==> config.mk <==
export PLATFORM = sky130hd
export DESIGN_NAME = cplx_div_seq
export DESIGN_NICKNAME = d
export VERILOG_FILES = /design/src/rtl/cplx_div_seq.sv
export SDC_FILE = /design/constraint.sdc
export NUM_CORES = 1
export LEC_CHECK = 0
export BUFFER_PORTS_ARGS = -buffer_cell sky130_fd_sc_hd__buf_4
export CAP_MARGIN = 10
export CORE_MARGIN = 5
export CORE_UTILIZATION = 45
export CTS_CLUSTER_DIAMETER = 40
export DETAILED_ROUTE_END_ITERATION = 10
export PLACE_DENSITY = 0.65
export REMOVE_ABC_BUFFERS = 1
export SLEW_MARGIN = 20
export SYNTH_ARGS = -nofsm -noshare
export SYNTH_HDL_FRONTEND = slang
export SYNTH_SLANG_ARGS = --single-unit
==> constraint.sdc <==
create_clock -name clk -period 18.8 [get_ports clk]
set_input_delay 1.88 -clock clk [delete_from_list [all_inputs] [get_ports clk]]
set_output_delay 1.88 -clock clk [all_outputs]
set_load 0.05 [all_outputs]
==> src/rtl/cplx_div_seq.sv <==
module cplx_div_seq #(
  parameter int W_IN  = 12,
  parameter int W_OUT = 16,
  parameter int FRAC  = 12
) (
  input  logic                    clk,
  input  logic                    rst_n,
  input  logic                    start,
  input  logic signed [W_IN-1:0]  a_re,
  input  logic signed [W_IN-1:0]  a_im,
  input  logic signed [W_IN-1:0]  b_re,
  input  logic signed [W_IN-1:0]  b_im,
  output logic                    busy,
  output logic                    done,
  output logic                    div_by_zero,
  output logic signed [W_OUT-1:0] q_re,
  output logic signed [W_OUT-1:0] q_im
);

  localparam int WP = 2 * W_IN;
  localparam int WN = WP + 1;
  localparam int WD = WP;
  localparam int WR = WD + 1;
  localparam int QB = W_OUT + 1;
  localparam int SH = QB - FRAC - 1;
  localparam int WC = $clog2(QB + 1);
  localparam logic [QB:0] LIM_P = (QB+1)'((1 << (W_OUT-1)) - 1);
  localparam logic [QB:0] LIM_N = (QB+1)'(1 << (W_OUT-1));

  typedef enum logic [1:0] {S_IDLE, S_MUL, S_DRE, S_DIM} st_t;

  st_t                    st;
  logic [1:0]             ph, ov;
  logic signed [W_IN-1:0] ar, ai, br, bi;
  logic signed [W_IN-1:0] m_x, m_y;
  logic signed [WP-1:0]   prod;
  logic signed [WN-1:0]   acc, num_im, n_src;
  logic [WD-1:0]          den, den_next, rem;
  logic [WN-1:0]          n_mag;
  logic                   n_neg, n_ovf, ld, stepping, ge;
  logic [QB-1:0]          lo, qa;
  logic [WC-1:0]          cnt;
  logic                   neg, sat;
  logic [WR-1:0]          t;
  logic [QB:0]            rnd;
  logic signed [W_OUT-1:0] res, res_re;

  always_comb begin
    m_x = br;
    m_y = bi;
    case (st)
      S_MUL: case (ph)
        2'd0:    begin m_x = br; m_y = br; end
        2'd1:    begin m_x = bi; m_y = bi; end
        2'd2:    begin m_x = ar; m_y = br; end
        default: begin m_x = ai; m_y = bi; end
      endcase
      S_DRE: if (ov == 2'd0) begin m_x = ai; m_y = br; end
             else            begin m_x = ar; m_y = bi; end
      default: ;
    endcase
  end

  assign prod     = WP'(m_x) * WP'(m_y);
  assign den_next = acc[WD-1:0] + prod;

  assign n_src = (st == S_MUL) ? acc + WN'(prod) : num_im;
  assign n_neg = n_src[WN-1];
  assign n_mag = n_neg ? -n_src : n_src;
  assign n_ovf = (WD+SH)'(n_mag) >= {den, {SH{1'b0}}};

  assign ld       = (st == S_MUL && ph == 2'd3) || (st == S_DRE && cnt == '0);
  assign stepping = (st == S_DRE || st == S_DIM) && cnt != '0;
  assign t        = {rem, lo[QB-1]};
  assign ge       = t >= {1'b0, den};

  assign rnd = ({1'b0, qa} + (QB+1)'(1)) >> 1;

  always_comb begin
    if (!neg) res = (sat || rnd > LIM_P) ? W_OUT'(LIM_P) : W_OUT'(rnd);
    else      res = (sat || rnd > LIM_N) ? W_OUT'(LIM_N) : -W_OUT'(rnd);
  end

  always_ff @(posedge clk or negedge rst_n) begin
    if (!rst_n) begin
      rem <= '0;
      lo  <= '0;
      qa  <= '0;
      cnt <= '0;
      neg <= 1'b0;
      sat <= 1'b0;
    end else if (ld) begin
      rem <= WD'(n_mag >> SH);
      lo  <= {n_mag[SH-1:0], {(QB-SH){1'b0}}};
      qa  <= '0;
      cnt <= WC'(QB);
      neg <= n_neg;
      sat <= n_ovf;
    end else if (stepping) begin
      rem <= ge ? WD'(t - {1'b0, den}) : WD'(t);
      lo  <= lo << 1;
      qa  <= {qa[QB-2:0], ge};
      cnt <= cnt - 1'b1;
    end
  end

  always_ff @(posedge clk or negedge rst_n) begin
    if (!rst_n) begin
      st          <= S_IDLE;
      ph          <= '0;
      ov          <= '0;
      ar          <= '0;
      ai          <= '0;
      br          <= '0;
      bi          <= '0;
      acc         <= '0;
      den         <= '0;
      num_im      <= '0;
      res_re      <= '0;
      busy        <= 1'b0;
      done        <= 1'b0;
      div_by_zero <= 1'b0;
      q_re        <= '0;
      q_im        <= '0;
    end else begin
      done        <= 1'b0;
      div_by_zero <= 1'b0;
      case (st)
        S_IDLE: if (start) begin
          ar   <= a_re;
          ai   <= a_im;
          br   <= b_re;
          bi   <= b_im;
          ph   <= '0;
          busy <= 1'b1;
          st   <= S_MUL;
        end
        S_MUL: begin
          ph <= ph + 1'b1;
          case (ph)
            2'd0: acc <= WN'(prod);
            2'd1: begin
              den <= den_next;
              if (den_next == '0) begin
                q_re        <= '0;
                q_im        <= '0;
                done        <= 1'b1;
                div_by_zero <= 1'b1;
                busy        <= 1'b0;
                st          <= S_IDLE;
              end
            end
            2'd2: acc <= WN'(prod);
            default: begin
              ov <= '0;
              st <= S_DRE;
            end
          endcase
        end
        S_DRE: begin
          if (ov == 2'd0) begin
            acc <= WN'(prod);
            ov  <= 2'd1;
          end else if (ov == 2'd1) begin
            num_im <= acc - WN'(prod);
            ov     <= 2'd2;
          end
          if (cnt == '0) begin
            res_re <= res;
            st     <= S_DIM;
          end
        end
        default: if (cnt == '0) begin
          q_re <= res_re;
          q_im <= res;
          done <= 1'b1;
          busy <= 1'b0;
          st   <= S_IDLE;
        end
      endcase
    end
  end

endmodule

==> results.md <==
- Run status: finished, final reports clean
- Cell mode on critical path: fa_1
- Setup TNS: 0 ps
- Worst EP arrival: 12,410 ps
- Final hold violation count: 0
- Starting density of the core: 45.14%
- Overflow after GRT: 0
- IO Port Bufs: 85
- Area grow syn2layout: 12.51%
- CP required: 19,280 ps
- Vias post-DR: 18,211
- DRC viols: 0
- Total track usage: 21.97%
- Sink Count: 230
- Post-place instance area: 23,070 um2
- Async SR Flop Fraction: 100.0%
- Yosys cell types: 101
- Initial antenna violation count: 0
- Io pins: 86
- Peak Freq: 83.84 MHz
- Post-CTS Resized: 0
- DR iter-0 viols: 1,456
- EDFF count, synth: 0
- CP Capture Point: sat$_DFFE_PN0N_
- Max-Cap Viols: 0
- Worst-margin pin slew: 1087 ps
- Critical Path Start: st[0]$_DFFE_PN0P_
- RSZ-0062 raised after global routing: false
- Final setup violation count: 0
- Drt first pass iters: 9
- Largest net degree at the start of global routing: 86
- Post-Synthesis Cell Area: 21,960 um2
- WS Path Type: register to register
- Fin. max-slew vios: 0
- Main synth FF type: dfrtp_1
- Most frequent cells after synthesis: nand2_1, inv_1, dfrtp_1, nor2_1, o21ai_0
- Wire per inst: 18.27 um
- Hold WC Path Type: register to register
- Fin crit period: 11,930 ps
- Reg2reg path depth: 40
- Number of post-CTS setup repair buffers: 0
- FF+latch count, synth: 230
- Vias per Instance: 5.673
- Clock latency on the worst-skew pair: 590 ps
- Fin nets: 2,904
- Most frequent cell after synthesis: nand2_1
- CTS clk-pin slew, worst paths: 50 ps
- Total CTS buffers: 46
- Die width: 230.9 um
- CTS tree: yes
- Synth area leaders: dfrtp_1, fa_1, ha_1, nand2_1, inv_1
- Fraction of layout cells with a size suffix above 1: 12.79%
- First-pass GRT wire length: 97,320 um
- GPL Wtd Cong: 0.9462
- RR Startpoint: st[0]$_DFFE_PN0P_
- Design area: 24,710 um2
- Die height: 230.9 um
- Antenna viol nets, final: 0
- Die area: 53,320 um2
- CP max stage delay: 900 ps
- Slowest-stage cell, CP: a2111oi_0
- R2R Setup Slk: 6870 ps
- Clock skew: 27.79 ps
- Max transition margin: 25.68%
- Yosys top cell area share: 26.21%
- Seq/Total Area, Yosys: 26.21%
- Yosys warning total: 0
- Mapped Avg Cell Area: 8.753 um2
- # rows: 81
- H-tree depth: 2
- CTS max path bufs: 3
- Hold buffers post-CTS: 0
- Tcrit/Tclk final: 63.44%
- Number of global-route vias before repair: 18,546
- DRT Wirelength: 58,640 um
- Startpoint Class: register
- Core area: 48,650 um2
- Post-Synthesis Cells: 2,509
- Critical path capture point type: register
- Worst reg2reg endpoint: sat$_DFFE_PN0N_
- N_diodes: 0
- Post-synth top area cell: dfrtp_1
- Clock root buffer: clkbuf_16
- DP HPWL: 45,420 um
- Worst Path Max Fanout: 65
==> worst min path at each step <==
stage                            from                endpoint  slack, ps  cells past startpoint
3_5_place_dp   res_re[14]$_DFFE_PN0P_    q_re[14]$_DFFE_PN0P_        470                      2
4_1_cts        res_re[14]$_DFFE_PN0P_    q_re[14]$_DFFE_PN0P_        480                      2
5_1_grt         res_re[0]$_DFFE_PN0P_   res_re[0]$_DFFE_PN0P_        500                      2
3_3_place_gp   num_im[10]$_DFFE_PN0P_  num_im[10]$_DFFE_PN0P_        450                      2
6_report       num_im[13]$_DFFE_PN0P_  num_im[13]$_DFFE_PN0P_        480                      2
2_1_floorplan  num_im[10]$_DFFE_PN0P_  num_im[10]$_DFFE_PN0P_        440                      2
==> critical path, delay by kind of cell (launching register included) <==
family | cells | cell delay (ps)
AO/OA/AOI/OAI | 16 | 4210
adder cells (fa/ha/maj) | 9 | 4100
AND/OR/NAND/NOR | 10 | 1900
buffers and inverters | 4 | 990
flip-flops | 1 | 430
XOR/XNOR | 1 | 180
==> logic make-up (layout without fill, tap and decap cells) <==
family	count (synthesis)	in the layout	share of synthesized area (%)
AOI/OAI and AO/OA	615	615	19.06
xor gates and xnor gates	128	128	5.105
adders and majority gates	303	303	22.12
buffers and inverters	394	473	7.030
DFF	230	230	26.21
muxes	91	91	4.547
and+or+nand+nor	748	748	15.93
==> final cells by class <==
| type | count | area [um2] |
|---|---|---|
| clock buffer | 51 | 1200 |
| clock inverter | 35 | 431.7 |
| multi-input combinational | 1885 | 14680 |
| inverter | 281 | 1055 |
| timing repair buffer | 106 | 807.0 |
| sequential | 230 | 5756 |
| tap | 622 | 778.2 |
| fill | 4504 | 23940 |
==> cells in the final DEF, fill, tap and decap left out, types with 8 or more instances in the layout <==
cell type	n
nor2b_1	16
o22ai_1	15
a222oi_1	24
nand3_1	41
nor2_1	174
a21oi_1	119
xor2_1	40
a22o_1	27
o21bai_1	8
nand2b_1	23
fa_1	142
nand2_1	327
and2_1	23
buf_4	104
a31oi_1	18
dfrtp_1	230
mux2i_1	21
o211ai_1	13
or4_1	9
nor4_1	10
a21o_1	41
nor3_1	28
o21ai_0	164
a221o_1	10
inv_1	280
clkbuf_16	46
mux2_2	70
and3_1	13
o31ai_1	16
nand4_1	20
clkinv_4	8
inv_6	8
o21ai_2	20
a22oi_1	20
or3_1	10
xnor2_1	88
ha_1	160
a211oi_1	18
or2_2	10
o21a_1	13
==> flip-flops by register name (all words and copies together), names as in the netlist, 16 cells and up <==
| signal | cells |
|---|---|
| qa | 17 |
| den | 24 |
| rem | 24 |
| q_re | 16 |
| acc | 24 |
| q_im | 16 |
| res_re | 16 |
| num_im | 25 |
==> through the flow <==
stage          hold WS (ps)  worst slack, ps  util, %  instances
2_1_floorplan         442.2             6929        -       2396
3_3_place_gp          452.8             7416    47.42       3124
3_5_place_dp          466.1             7003    47.42       3124
4_1_cts               480.0             6978    50.77       3210
5_1_grt               496.2             5993    50.79       3210
6_report              475.7             6872    50.79       3210
==> layer usage <==
metal / track usage, % / share of wire (%)
met5: 0 / 0
met4: 6.334 / 2.6
met3: 3.075 / 4.8
met2: 37.49 / 49
met1: 29.30 / 44
Power is not shown: default switching activity piles up to over one toggle a cycle in this logic, so the estimate is an artifact.
